$ cat src/rtl/rsc_pkg.sv
package rsc_pkg;

    typedef enum logic [1:0] {
        RS_RESET = 2'd0,
        RS_RUN   = 2'd1,
        RS_PAUSE = 2'd3
    } run_state_e;

    localparam logic [1:0] CODE_RESET = 2'd0;
    localparam logic [1:0] CODE_RUN   = 2'd1;
    localparam logic [1:0] CODE_CLEAR = 2'd2;
    localparam logic [1:0] CODE_PAUSE = 2'd3;

    typedef struct packed {
        logic       start;
        logic       arm;
        logic       ignored;
        run_state_e target;
    } req_dec_t;

    function automatic req_dec_t decode_req(
        input run_state_e  cur,
        input logic        ready,
        input logic        we,
        input logic [1:0]  code,
        input logic        armed
    );
        req_dec_t d;
        d         = '0;
        d.target  = RS_RESET;
        if (we) begin
            if (!ready) begin
                d.ignored = 1'b1;
            end else if (cur == RS_PAUSE) begin
                case (code)
                    CODE_CLEAR: begin
                        if (armed) begin
                            d.start  = 1'b1;
                            d.target = RS_RESET;
                        end else begin
                            d.arm = 1'b1;
                        end
                    end
                    CODE_RUN: begin
                        d.start  = 1'b1;
                        d.target = RS_RUN;
                    end
                    CODE_PAUSE: begin
                        d.start  = 1'b1;
                        d.target = RS_PAUSE;
                    end
                    default: ;
                endcase
            end else begin
                d.start = 1'b1;
                case (code)
                    CODE_RUN:   d.target = RS_RUN;
                    CODE_PAUSE: d.target = RS_PAUSE;
                    default:    d.target = RS_RESET;
                endcase
            end
        end
        return d;
    endfunction

endpackage

$ cat src/rtl/rsc_req_decode.sv
module rsc_req_decode
    import rsc_pkg::*;
(
    input  run_state_e cur_state,
    input  logic       ready,
    input  logic       we,
    input  logic [1:0] code,
    input  logic       armed,
    output req_dec_t   dec
);

    always_comb begin
        dec = decode_req(cur_state, ready, we, code, armed);
    end

endmodule

$ cat src/rtl/rsc_clear_arm.sv
module rsc_clear_arm (
    input  logic clk,
    input  logic rst,
    input  logic abort,
    input  logic arm_set,
    output logic armed
);

    logic armed_q;

    always_ff @(posedge clk) begin
        if (rst || abort) begin
            armed_q <= 1'b0;
        end else begin
            armed_q <= arm_set;
        end
    end

    assign armed = armed_q;

endmodule

$ cat src/rtl/rsc_settle_timer.sv
module rsc_settle_timer #(
    parameter int SETTLE = 4
) (
    input  logic clk,
    input  logic rst,
    input  logic abort,
    input  logic start,
    output logic ready,
    output logic done
);

    localparam int CW = $clog2(SETTLE + 1);
    localparam logic [CW-1:0] LOAD = CW'(SETTLE);
    localparam logic [CW-1:0] ONE  = CW'(1);

    logic [CW-1:0] cnt_q;

    always_ff @(posedge clk) begin
        if (rst || abort) begin
            cnt_q <= '0;
        end else if (start) begin
            cnt_q <= LOAD;
        end else if (cnt_q != '0) begin
            cnt_q <= cnt_q - ONE;
        end
    end

    assign ready = (cnt_q == '0);
    assign done  = (cnt_q == ONE);

    assert_start_idle_R3: assert property (@(posedge clk) disable iff (rst)
        start |-> ready);

    assert_done_not_ready_R3: assert property (@(posedge clk) disable iff (rst)
        (done && !abort) |=> ready);

endmodule

$ cat src/rtl/core_run_ctrl.sv
module core_run_ctrl
    import rsc_pkg::*;
#(
    parameter int SETTLE = 4
) (
    input  logic       clk,
    input  logic       rst,
    input  logic       req_we,
    input  logic [1:0] req_code,
    input  logic       swrst_we,
    output logic [2:0] stat_word,
    output logic       core_en,
    output logic       core_hold,
    output logic       flush,
    output logic       ign_sticky
);

    run_state_e state_q;
    run_state_e pend_q;
    logic       flush_q;
    logic       ign_q;
    logic       ready;
    logic       done;
    logic       armed;
    req_dec_t   dec;

    rsc_req_decode u_dec (
        .cur_state (state_q),
        .ready     (ready),
        .we        (req_we),
        .code      (req_code),
        .armed     (armed),
        .dec       (dec)
    );

    rsc_clear_arm u_arm (
        .clk     (clk),
        .rst     (rst),
        .abort   (swrst_we),
        .arm_set (dec.arm),
        .armed   (armed)
    );

    rsc_settle_timer #(.SETTLE(SETTLE)) u_timer (
        .clk   (clk),
        .rst   (rst),
        .abort (swrst_we),
        .start (dec.start),
        .ready (ready),
        .done  (done)
    );

    always_ff @(posedge clk) begin
        if (rst) begin
            state_q <= RS_RESET;
            pend_q  <= RS_RESET;
            flush_q <= 1'b0;
            ign_q   <= 1'b0;
        end else if (swrst_we) begin
            state_q <= RS_RESET;
            pend_q  <= RS_RESET;
            flush_q <= 1'b1;
            ign_q   <= 1'b0;
        end else begin
            flush_q <= 1'b0;
            if (dec.start) begin
                pend_q <= dec.target;
            end
            if (done) begin
                state_q <= pend_q;
                flush_q <= (pend_q == RS_RESET);
            end
            if (dec.ignored) begin
                ign_q <= 1'b1;
            end
        end
    end

    assign stat_word  = {ready, state_q};
    assign core_en    = (state_q == RS_RUN);
    assign core_hold  = (state_q == RS_PAUSE);
    assign flush      = flush_q;
    assign ign_sticky = ign_q;

    assert_flush_in_reset_R9: assert property (@(posedge clk) disable iff (rst)
        flush |-> (state_q == RS_RESET && ready));

    assert_flush_single_R9: assert property (@(posedge clk) disable iff (rst)
        (flush && !swrst_we) |=> !flush);

    assert_move_when_ready_R3: assert property (@(posedge clk) disable iff (rst)
        (!$stable(state_q) && !$past(swrst_we)) |-> ready);

    assert_drop_after_start_R3: assert property (@(posedge clk) disable iff (rst)
        (dec.start && !swrst_we) |=> !ready);

    assert_ignore_sets_R4: assert property (@(posedge clk) disable iff (rst)
        (req_we && !ready && !swrst_we) |=> ign_sticky);

    assert_sticky_holds_R4: assert property (@(posedge clk) disable iff (rst)
        (ign_sticky && !swrst_we) |=> ign_sticky);

    assert_single_clear_R6: assert property (@(posedge clk) disable iff (rst)
        (state_q == RS_PAUSE && ready && req_we && req_code == CODE_CLEAR
         && !armed && !swrst_we) |=> (state_q == RS_PAUSE && ready));

    assert_soft_reset_R8: assert property (@(posedge clk) disable iff (rst)
        swrst_we |=> (state_q == RS_RESET && ready && flush && !ign_sticky));

endmodule

$ cat config.mk
export PLATFORM = sky130hd
export DESIGN_NAME = core_run_ctrl
export DESIGN_NICKNAME = d
export VERILOG_FILES = /design/src/rtl/rsc_pkg.sv /design/src/rtl/rsc_req_decode.sv /design/src/rtl/rsc_clear_arm.sv /design/src/rtl/rsc_settle_timer.sv /design/src/rtl/core_run_ctrl.sv
export SDC_FILE = /design/constraint.sdc
export NUM_CORES = 1
export LEC_CHECK = 0
export BUFFER_PORTS_ARGS = -buffer_cell sky130_fd_sc_hd__buf_2
export CAP_MARGIN = 15
export CORE_AREA = 2 2 39 41
export DETAILED_ROUTE_END_ITERATION = 16
export DIE_AREA = 0 0 41 43
export MAX_ROUTING_LAYER = met4
export PLACE_DENSITY = 0.73
export SYNTH_ARGS = -nofsm -noshare
export SYNTH_HDL_FRONTEND = slang
export SYNTH_SLANG_ARGS = --single-unit
export TNS_END_PERCENT = 30
$ cat constraint.sdc
create_clock -name clk -period 3.6 [get_ports clk]
set_input_delay 0.72 -clock clk [delete_from_list [all_inputs] [get_ports clk]]
set_output_delay 0.72 -clock clk [all_outputs]
set_load 0.01 [all_outputs]
**After elaboration in Yosys (flattened, before gate mapping)**

Index checks and enable logic that the tools add are counted.
W data, S select, Z words.

- Register bits after elaboration: 10

- Add/sub/neg operators: 1
- Eq/ne operators: 6
- Multiplexer cells: 15
- Bitwise logic cells: 4
- Reductions and logical operators: 9

Operators by type and width:

| kind | count |
|---|---|
| $mux W1 | 8 |
| $eq A2 B2 Y1 const B | 3 |
| $mux W3 | 2 |
| $reduce_or A2 Y1 | 3 |
| $mux W5 | 1 |
| $reduce_or A5 Y1 | 1 |
| $eq A2 B1 Y1 const B | 2 |
| $mux W2 | 2 |
| $not A1 Y1 | 4 |
| $pmux W2 S2 | 1 |
| $eq A3 B1 Y1 const B | 1 |
| $logic_not A3 Y1 | 1 |
| $reduce_bool A3 Y1 | 1 |
| $sub A3 B1 Y3 const B | 1 |
| $logic_not A2 Y1 | 1 |
| $pmux W1 S2 | 1 |
| $reduce_bool A2 Y1 | 1 |
| $logic_or A1 B1 Y1 | 1 |

**Longest topological paths before layout**

Gate-level depths: netlist of run 1.

- Depth in word-level cells: 7
- Gate-level depth with buffers: 6
- Depth with buffers taken out: 6

**Cells and area by module**

Synthesis of run 1 repeated with hierarchy kept, for this count alone.

- Cells, all modules: 52
- Area total of the unflattened synthesis: 493.0 um^2

Modules (own cells, without submodules):

| module | instances | cells each | area each (um^2) | sequential area each (um^2) |
|---|---|---|---|---|
| core_run_ctrl | 1 | 22 | 226.5 | 120.1 |
| rsc_settle_timer | 1 | 20 | 183.9 | 60.1 |
| rsc_req_decode | 1 | 8 | 50.0 | 0.0 |
| rsc_clear_arm | 1 | 2 | 32.5 | 20.0 |

**Worst setup path after synthesis of run 1**

No wires, ideal clock.

- Path kind: register to output
- Start point: reg u_timer.cnt_q[0]
- End point: out stat_word[2]
- Arrival time: 0.944 ns
- Data required time: 2.880 ns
- Path slack: 1.936 ns
- Stages on the path, launching flop included: 6
- Buffers on the path: 1
- Cell sequence: dfxtp_1 -> inv_1 -> ha_1 -> nand2b_1 -> inv_2 -> buf_4

- Longest elaborated chain between the ends: 1

RTL lines:

| element | line | source |
|---|---|---|
| start, declared | rsc_settle_timer.sv:16 | `logic [CW-1:0] cnt_q;` |
| start signal, assigned | rsc_settle_timer.sv:24 | `cnt_q <= cnt_q - ONE;` |
| $logic_not A3 Y1 | rsc_settle_timer.sv:28 | `assign ready = (cnt_q == '0);` |
| end, declared | core_run_ctrl.sv:11 | `output logic [2:0] stat_word,` |

No other way between the ends.

**Worst setup path after layout of run 1**

Same ends and word-level chain as after synthesis.

==> flow_metrics.env, run 1 <==
export IMPL_outcome="finished clean"
export IMPL_period_minus_slack_ns=2.114
export IMPL_tns_ns=0
export IMPL_syn_inst=61
export IMPL_path_cells="inv_1 > ha_1 > nand2b_1 > inv_2 > buf_2"
export IMPL_worstSetupPathType="flop to primary output"
export IMPL_async_reset_ff_share_pct=0
export IMPL_whs_ns=0.4713
export IMPL_min_path_type="flop to flop"
export IMPL_start_util_pct=39.33
export IMPL_max_stage_delay_ns=0.39
export IMPL_ff2ff_setup_slack_ns=2.21
export IMPL_vias_per_cell=5.385
export IMPL_end_kind="primary output"
export IMPL_dr_pass1_iters=4
export IMPL_crit_slowest_cell="dfxtp_1"
export IMPL_p_per_area_mw_per_mm2=404.2
export IMPL_fmax_mhz=473.1
export IMPL_hold_viol=0
export IMPL_reg2regPathDepth=5
export IMPL_cts_sinks=10
export IMPL_fillers=138
export IMPL_die_area_sq_mm=0.001763
export IMPL_gp_congestion=0.7462
export IMPL_synth_area_sq_um=544.3
export IMPL_synth_seq_area_share_pct=36.78
export IMPL_die_width_um=41
export IMPL_endpoint="stat_word[2]"
export IMPL_drv_cap=0
export IMPL_tightest_slew_ns=0.2973
export IMPL_cts_setup_buffers=0
export IMPL_synth_most_common_cell="dfxtp_1"
export IMPL_fin_crit_sh_pct=58.71
export IMPL_p_leak_uw=0.0002935
export IMPL_cp_startpoint="u_timer.cnt_q[0]"
export IMPL_syn_area_per_cell_sq_um=8.922
export IMPL_worst_path_max_fanout=6
export IMPL_grt_overflow=0
export IMPL_root_buffer="clkbuf_4"
export IMPL_grt_max_degree=9
export IMPL_cp_required_ns=2.88
export IMPL_r2r_end="u_timer.cnt_q[1]"
export IMPL_ys_flop_type="dfxtp_1"
export IMPL_grt_pass1_wl_um=1966
export IMPL_cts_max_path_buffers=2
export IMPL_place_area_sq_um=605.6
export IMPL_drive_gt1_share_pct=26.67
export IMPL_synth_largest_area_cell="dfxtp_1"
export IMPL_yosys_area_top_type_share_pct=36.78
export IMPL_grt_antenna_before_repair=0
export IMPL_grt_usage_pct=17.13
export IMPL_final_area_sq_um=641.9
export IMPL_setup_viol=0
export IMPL_antenna_left=0
export IMPL_drc_errors=0
export IMPL_clk_insertion_delay_late_ns=0.26
export IMPL_vias=490
export IMPL_die_h_um=43
export IMPL_hold_buffers=0
export IMPL_wl_um=1143
export IMPL_area_delta_synth_final_pct=17.93
export IMPL_antennaDiodeCount=0
export IMPL_relSlewSlack_pct=80.14
export IMPL_post_dp_hpwl_um=893.9
export IMPL_cts_buffers=3
export IMPL_synth_seq_cells=10
export IMPL_cp_depth=5
export IMPL_r2r_start="u_timer.cnt_q[0]"
export IMPL_holdPathStages=2
export IMPL_yosys_top_cells_area="dfxtp_1 (37%), ha_1 (6.9%), nor2_1 (5.5%)"
export IMPL_clk_pin_slew_ns=0.07
export IMPL_synth_distinct_cells=30
export IMPL_vdd_ir_drop_max_mv=0.1534
export IMPL_drt_initial_drc_count=3
export IMPL_io_pin_count=13
export IMPL_synth_edf_count=0
export IMPL_cp_top_family="flip-flops"
export IMPL_start_kind="flop"
export IMPL_yosys_top_cells_count="dfxtp_1 (10), nor2_1 (8), a21oi_1 (5), inv_1 (5)"
export IMPL_tritoncts="yes"
export IMPL_routedWlPerCell_um=12.56
export IMPL_post_cts_resized=0
export IMPL_fp_coreArea_sq_mm=0.001384
export IMPL_rsz0062_at_grt="false"
export IMPL_syn_num_nets=70
export IMPL_rows=14
export IMPL_fin_skew_ns=0.002676
export IMPL_io_buffers=12
export IMPL_worstPathArrival_ns=1.39
export IMPL_critPathBufInv=3
export IMPL_synth_warnings=0
export IMPL_htreeDepth=1
export IMPL_grt_pass1_vias=464
export IMPL_slew_violations=0
export IMPL_nets=85
## through the flow
| step | utilization (%) | total power, uW | setup WS (ns) | std cells |
|---|---|---|---|---|
| finish | 46.38 | 259.4 | 1.486 | 91 |
| global route | 46.38 | 275.5 | 1.395 | 91 |
| CTS | 46.38 | 263.0 | 1.486 | 91 |
| detailed placement | 43.76 | 161.3 | 1.830 | 87 |
| global placement | 43.76 | 160.6 | 1.902 | 87 |
| floorplan | - | 151.7 | 1.936 | 61 |
## cells by family (layout without fill, tap and decap cells)
kind of cell | after synthesis | count (layout) | synth area share, %
and+or+nand+nor | 27 | 27 | 30.58
AOI/OAI and AO/OA | 11 | 11 | 14.48
DFF | 10 | 10 | 36.78
buffers and inverters | 8 | 22 | 7.586
adders and majority gates | 3 | 3 | 6.897
muxes | 2 | 2 | 3.678
## worst register-to-register path, delay by kind of cell (launching register included)
family          cells  cell delay [ns]
flops               1             0.39
compound gates      1             0.30
simple gates        1             0.16
fa+ha+maj           1             0.27
buf+inv             2             0.17
## sequential cells by signal, indices dropped and copies added (netlist names)
signal / flops
u_timer.cnt_q: 3
u_arm.armed: 1
ign_sticky: 1
pend_q: 2
state_q: 2
flush: 1
## routing by layer
layer | share of wire [%] | up-vias | GRT usage [%] | wire [um]
li1 | - | 247 | - | -
met1 | 43 | 227 | 19.81 | 493
met2 | 50 | 12 | 25.31 | 574
met3 | 3.2 | 4 | 3.141 | 37
met4 | 3.3 | 0 | 12.00 | 38
met5 | 0 | - | - | 0
## cell usage in the layout, fill, tap and decap left out, drive strengths merged, types with 2 or more instances in the layout
cell type and count:
clkbuf 4, nor2b 2, dfxtp 10, a21oi 5, buf 12, nor4bb 2, nor2 8, ha 3
inv 6, nand4 3, nand2 2, mux2i 2
## worst min path at each step
| stage | startpoint | end | slack, ns |
|---|---|---|---|
| final | ign_sticky | ign_sticky | 0.47 |
| after global routing | ign_sticky | ign_sticky | 0.54 |
| after CTS | ign_sticky | ign_sticky | 0.47 |
| after detailed placement | ign_sticky | ign_sticky | 0.45 |
| after global placement | ign_sticky | ign_sticky | 0.47 |
| after floorplan | pend_q[1] | state_q[1] | 0.48 |
## report_power, final
part	switching (uW)	leakage (uW)	internal (uW)
clock network	38.8	0.0000210	61.4
registers	3.70	0.0000813	115
logic	23.5	0.000191	17.3
## area by class of cell
class	instances	area [sq um]	area share [%]
flip-flops and latches	10	200.2	31.19
clock buffers	4	36.28	5.653
multi-input cells	43	302.8	47.17
well taps	16	20.02	3.119
repair buffers	12	60.06	9.357
inverters	6	22.52	3.509
Note: power is estimated with default switching activity, not from simulation.
==> run 2, diff against run 1 <==
--- a/config.mk
+++ b/config.mk
@@ -11,7 +11,7 @@
 export DETAILED_ROUTE_END_ITERATION = 16
 export DIE_AREA = 0 0 41 43
 export MAX_ROUTING_LAYER = met4
-export PLACE_DENSITY = 0.73
+export PLACE_DENSITY = 0.75
 export SYNTH_ARGS = -nofsm -noshare
 export SYNTH_HDL_FRONTEND = slang
 export SYNTH_SLANG_ARGS = --single-unit
==> constraint.sdc (replaced) <==
create_clock -name clk -period 1.94 [get_ports clk]
set_input_delay 0.388 -clock clk [delete_from_list [all_inputs] [get_ports clk]]
set_output_delay 0.388 -clock clk [all_outputs]
set_load 0.01 [all_outputs]
==> run 2 against run 1 <==
Global-route usage down 0.72 points. First-iteration DRC count rose to 5.3 times the previous value. Register-to-register slack worse by 1.7 ns. Cell count is the same. Die area did not move. Clock power is 93% higher. Non-clock buffer count is the same. Core utilization did not move. Critical path depth did not move. Worst hold slack worse by 0.15 ns. Sequential cell count unchanged. Largest power group unchanged.
==> flow_metrics.env, run 2 (synthesis results as in run 1) <==
export IMPL_io_pin_count=13
export IMPL_seq_area_sq_um=200.2
export IMPL_relSlewSlack_pct=79.27
export IMPL_path_cells="inv_1 > ha_1 > nand2b_1 > inv_2 > buf_2"
export IMPL_tightest_slew_ns=0.3102
export IMPL_slew_violations=0
export IMPL_post_dp_hpwl_um=921
export IMPL_fmax_mhz=574.8
export IMPL_grt_antenna_before_repair=0
export IMPL_holdPathStages=2
export IMPL_worstPathArrival_ns=1.35
export IMPL_reg_top3="u_timer.cnt_q: 3 flops, pend_q: 2 flops, state_q: 2 flops"
export IMPL_routedWlPerCell_um=13.03
export IMPL_drv_cap=0
export IMPL_fillers=134
export IMPL_critPathBufInv=3
export IMPL_setup_viol=0
export IMPL_timing_final_ws_setup_ns=0.2002
export IMPL_outcome="finished clean"
export IMPL_cp_depth=5
export IMPL_max_stage_delay_ns=0.36
export IMPL_grt_usage_pct=16.41
export IMPL_fin_skew_ns=0.001945
export IMPL_crit_slowest_cell="dfxtp_1"
export IMPL_dr_pass1_iters=4
export IMPL_area_delta_synth_final_pct=17.93
export IMPL_vdd_ir_drop_max_mv=0.2830
export IMPL_cts_sinks=10
export IMPL_hold_viol=0
export IMPL_cp_required_ns=1.55
export IMPL_fin_crit_sh_pct=89.68
export IMPL_drt_initial_drc_count=16
export IMPL_vias_per_cell=5.780
export IMPL_fp_coreArea_sq_mm=0.001384
export IMPL_antennaDiodeCount=0
export IMPL_worst_path_max_fanout=6
export IMPL_drc_errors=0
export IMPL_grt_pass1_wl_um=1842
export IMPL_die_area_sq_mm=0.001763
export IMPL_grt_pass1_vias=453
export IMPL_cp_top_family="flip-flops"
export IMPL_die_h_um=43
export IMPL_p_per_area_mw_per_mm2=762.8
export IMPL_rsz0062_at_grt="false"
export IMPL_antenna_left=0
export IMPL_tns_ns=0
export IMPL_grt_overflow=0
export IMPL_root_buffer="clkbuf_4"
export IMPL_p_leak_uw=0.0002935
export IMPL_nets=85
export IMPL_tritoncts="yes"
export IMPL_post_cts_resized=0
export IMPL_cts_buffers=3
export IMPL_gp_congestion=0.7688
export IMPL_io_buffers=12
export IMPL_htreeDepth=1
export IMPL_largest_reg_flops=3
export IMPL_grt_max_degree=9
export IMPL_vias=526
export IMPL_layout_commonest_cell="buf_2"
export IMPL_final_cell_mix="buf_2 (12), dfxtp_1 (10), nor2_1 (8), inv_1 (5), a21oi_1 (5)"
export IMPL_start_util_pct=39.33
export IMPL_worstSetupPathType="flop to primary output"
export IMPL_wl_um=1186
export IMPL_cts_setup_buffers=0
export IMPL_place_ws_ns=0.5144
export IMPL_start_kind="flop"
export IMPL_period_minus_slack_ns=1.740
export IMPL_drive_gt1_share_pct=26.67
export IMPL_clk_insertion_delay_late_ns=0.27
export IMPL_rows=14
export IMPL_final_util_pct=46.38
export IMPL_multi_input_area_sq_um=302.8
export IMPL_clk_pin_slew_ns=0.07
export IMPL_hold_buffers=0
export IMPL_reg2regPathDepth=5
export IMPL_die_width_um=41
export IMPL_end_kind="primary output"
export IMPL_top_register="u_timer.cnt_q"
export IMPL_min_path_type="input port to flop"
export IMPL_cts_max_path_buffers=2
[run 2: layout make-up]
| type | instances | share of cell area, % |
|---|---|---|
| inverter | 6 | 3.509 |
| timing repair buffer | 12 | 9.357 |
| tap | 16 | 3.119 |
| clock buffer | 4 | 5.653 |
| sequential | 10 | 31.19 |
| multi-input combinational | 43 | 47.17 |
[run 2: per-stage QoR]
stage	std cells	instance area [sq um]	total power (uW)	hold WS, ns
5_1_grt	91	641.9	510.1	0.3323
4_1_cts	91	641.9	491.5	0.3269
3_5_place_dp	87	605.6	301.1	0.4583
3_3_place_gp	87	605.6	297.6	0.4706
2_1_floorplan	61	544.3	281.5	0.4604
6_report	91	641.9	489.6	0.3248
[run 2: where the power goes]
part	leakage, uW	internal [uW]	switching [uW]
clock	0.0000210	114	78.6
combinational	0.000191	32.3	44.9
sequential	0.0000813	213	6.87
[run 2: worst paths after layout]
kind,start,end,slack (ns)
worst min-delay path,rst,flush,0.32
worst min register to register,ign_sticky,ign_sticky,0.47
worst max-delay path,u_timer.cnt_q[0],stat_word[2],0.20
worst max register to register,u_timer.cnt_q[1],u_timer.cnt_q[2],0.54
[run 2: layer usage]
layer	up-vias	part of all wire (%)	GRT usage (%)	routed length, um
li1	246	-	-	-
met4	0	4.0	13.33	47
met2	24	49	22.81	576
met5	-	0	-	0
met3	6	6.7	5.236	79
met1	250	41	18.18	483
==> run 3, diff against run 2 <==
--- a/config.mk
+++ b/config.mk
@@ -5,7 +5,7 @@
 export SDC_FILE = /design/constraint.sdc
 export NUM_CORES = 1
 export LEC_CHECK = 0
-export BUFFER_PORTS_ARGS = -buffer_cell sky130_fd_sc_hd__buf_2
+export BUFFER_PORTS_ARGS = -buffer_cell sky130_fd_sc_hd__buf_4
 export CAP_MARGIN = 15
 export CORE_AREA = 2 2 39 41
 export DETAILED_ROUTE_END_ITERATION = 16
==> run 3 against run 2 <==
Non-clock buffer count unchanged. First-iteration DRC count down 13%. Power up 1.7%. Combinational power up 7.0%. Sequential power about the same. Critical path type unchanged. Largest cell class unchanged.
==> flow_metrics.env, run 3 (synthesis results as in run 1) <==
export IMPL_fmax_mhz=576.5
export IMPL_io_pin_count=13
export IMPL_wl_um=1178
export IMPL_cp_required_ns=1.55
export IMPL_outcome="finished clean"
export IMPL_tritoncts="yes"
export IMPL_clk_insertion_delay_late_ns=0.28
export IMPL_start_util_pct=39.33
export IMPL_p_per_area_mw_per_mm2=741.3
export IMPL_end_kind="primary output"
export IMPL_cts_buffers=3
export IMPL_r2r_end="u_timer.cnt_q[2]"
export IMPL_grt_usage_pct=16.15
export IMPL_reg_top3="u_timer.cnt_q: 3 flops, pend_q: 2 flops, state_q: 2 flops"
export IMPL_min_path_type="input port to flop"
export IMPL_tightest_slew_ns=0.3228
export IMPL_final_cells=91
export IMPL_antennaDiodeCount=0
export IMPL_setup_viol=0
export IMPL_final_cell_mix="buf_4 (12), dfxtp_1 (10), nor2_1 (8), inv_1 (5), a21oi_1 (5)"
export IMPL_cts_setup_buffers=0
export IMPL_dr_pass1_iters=4
export IMPL_routedWlPerCell_um=12.95
export IMPL_period_minus_slack_ns=1.735
export IMPL_r2r_start="u_timer.cnt_q[0]"
export IMPL_vias_per_cell=5.297
export IMPL_worstPathArrival_ns=1.35
export IMPL_largest_reg_flops=3
export IMPL_rsz0062_at_grt="false"
export IMPL_clk_pin_slew_ns=0.07
export IMPL_grt_pass1_vias=450
export IMPL_ff2ff_setup_slack_ns=0.59
export IMPL_cts_max_path_buffers=2
export IMPL_hold_buffers=0
export IMPL_grt_overflow=0
export IMPL_grt_pass1_wl_um=1863
export IMPL_timing_final_ws_setup_ns=0.2053
export IMPL_fp_coreArea_sq_mm=0.001384
export IMPL_hp_start="rst"
export IMPL_drive_gt1_share_pct=26.67
export IMPL_hold_viol=0
export IMPL_layout_commonest_cell="buf_4"
export IMPL_antenna_left=0
export IMPL_io_buffers=12
export IMPL_area_delta_synth_final_pct=23.45
export IMPL_reg2regPathDepth=5
export IMPL_fin_skew_ns=0.004369
export IMPL_slew_violations=0
export IMPL_start_kind="flop"
export IMPL_gp_congestion=0.7437
export IMPL_vdd_ir_drop_max_mv=0.3947
export IMPL_grt_antenna_before_repair=0
export IMPL_relSlewSlack_pct=78.44
export IMPL_dp_cells=87
export IMPL_drc_errors=0
export IMPL_top_register="u_timer.cnt_q"
export IMPL_die_width_um=41
export IMPL_tns_ns=0
export IMPL_final_util_pct=48.55
export IMPL_place_ws_ns=0.5093
export IMPL_vias=482
export IMPL_whs_ns=0.2984
export IMPL_root_buffer="clkbuf_4"
export IMPL_grt_max_degree=9
export IMPL_fin_crit_sh_pct=89.42
export IMPL_htreeDepth=1
export IMPL_worst_path_max_fanout=6
export IMPL_path_cells="inv_1 > ha_1 > nand2b_1 > inv_2 > buf_4"
export IMPL_drt_initial_drc_count=14
export IMPL_nets=85
export IMPL_max_stage_delay_ns=0.37
export IMPL_drv_cap=0
export IMPL_p_leak_uw=0.0002991
export IMPL_rows=14
export IMPL_die_h_um=43
export IMPL_hold_path_end="flush"
export IMPL_post_cts_resized=0
export IMPL_worstSetupPathType="flop to primary output"
export IMPL_die_area_sq_mm=0.001763
export IMPL_crit_slowest_cell="dfxtp_1"
export IMPL_cts_sinks=10
export IMPL_holdPathStages=2
export IMPL_post_dp_hpwl_um=906
-- run 3: metal layers --
| metal | GRT usage, % | vias up | wire length [um] |
|---|---|---|---|
| met5 | - | - | 0 |
| met4 | 10.00 | 0 | 29 |
| met3 | 3.141 | 3 | 43 |
| met2 | 24.06 | 11 | 546 |
| met1 | 18.97 | 219 | 558 |
| li1 | - | 249 | - |
-- run 3: layout make-up --
cell class	instances	area [sq um]
Fill cell	135	711.9
Multi-Input combinational cell	43	302.8
Sequential cell	10	200.2
Timing Repair Buffer	12	90.09
Clock buffer	4	36.28
Inverter	6	22.52
Tap cell	16	20.02
-- run 3: through the flow --
step / instance area [sq um] / power [uW]
final: 671.9 / 498.1
after global routing: 671.9 / 513.5
after CTS: 671.9 / 498.2
after detailed placement: 635.6 / 306.0
after global placement: 635.6 / 304.1
after floorplan: 544.3 / 281.5
-- run 3: report_power, final --
part / leakage, uW / switching, uW / internal, uW
registers: 0.0000813 / 7.39 / 213
logic: 0.000197 / 44.5 / 38.1
clock network: 0.0000210 / 81.0 / 114
-- run 3: worst max path at each step --
| stage | from | endpoint | slack [ns] | cells past startpoint |
|---|---|---|---|---|
| floorplan | u_timer.cnt_q[0] | stat_word[2] | 0.61 | 5 |
| global placement | u_timer.cnt_q[0] | stat_word[2] | 0.57 | 5 |
| detailed placement | u_timer.cnt_q[0] | stat_word[2] | 0.51 | 5 |
| CTS | u_timer.cnt_q[0] | stat_word[2] | 0.21 | 5 |
| global route | u_timer.cnt_q[0] | stat_word[2] | 0.1 | 5 |
| finish | u_timer.cnt_q[0] | stat_word[2] | 0.21 | 5 |
-- run 3: worst max-delay path, delay by kind of cell (launching register included) --
family,cells,cell delay [ns]
adders and majority gates,1,0.26
buffers and inverters,3,0.30
DFF,1,0.37
and+or+nand+nor,1,0.15
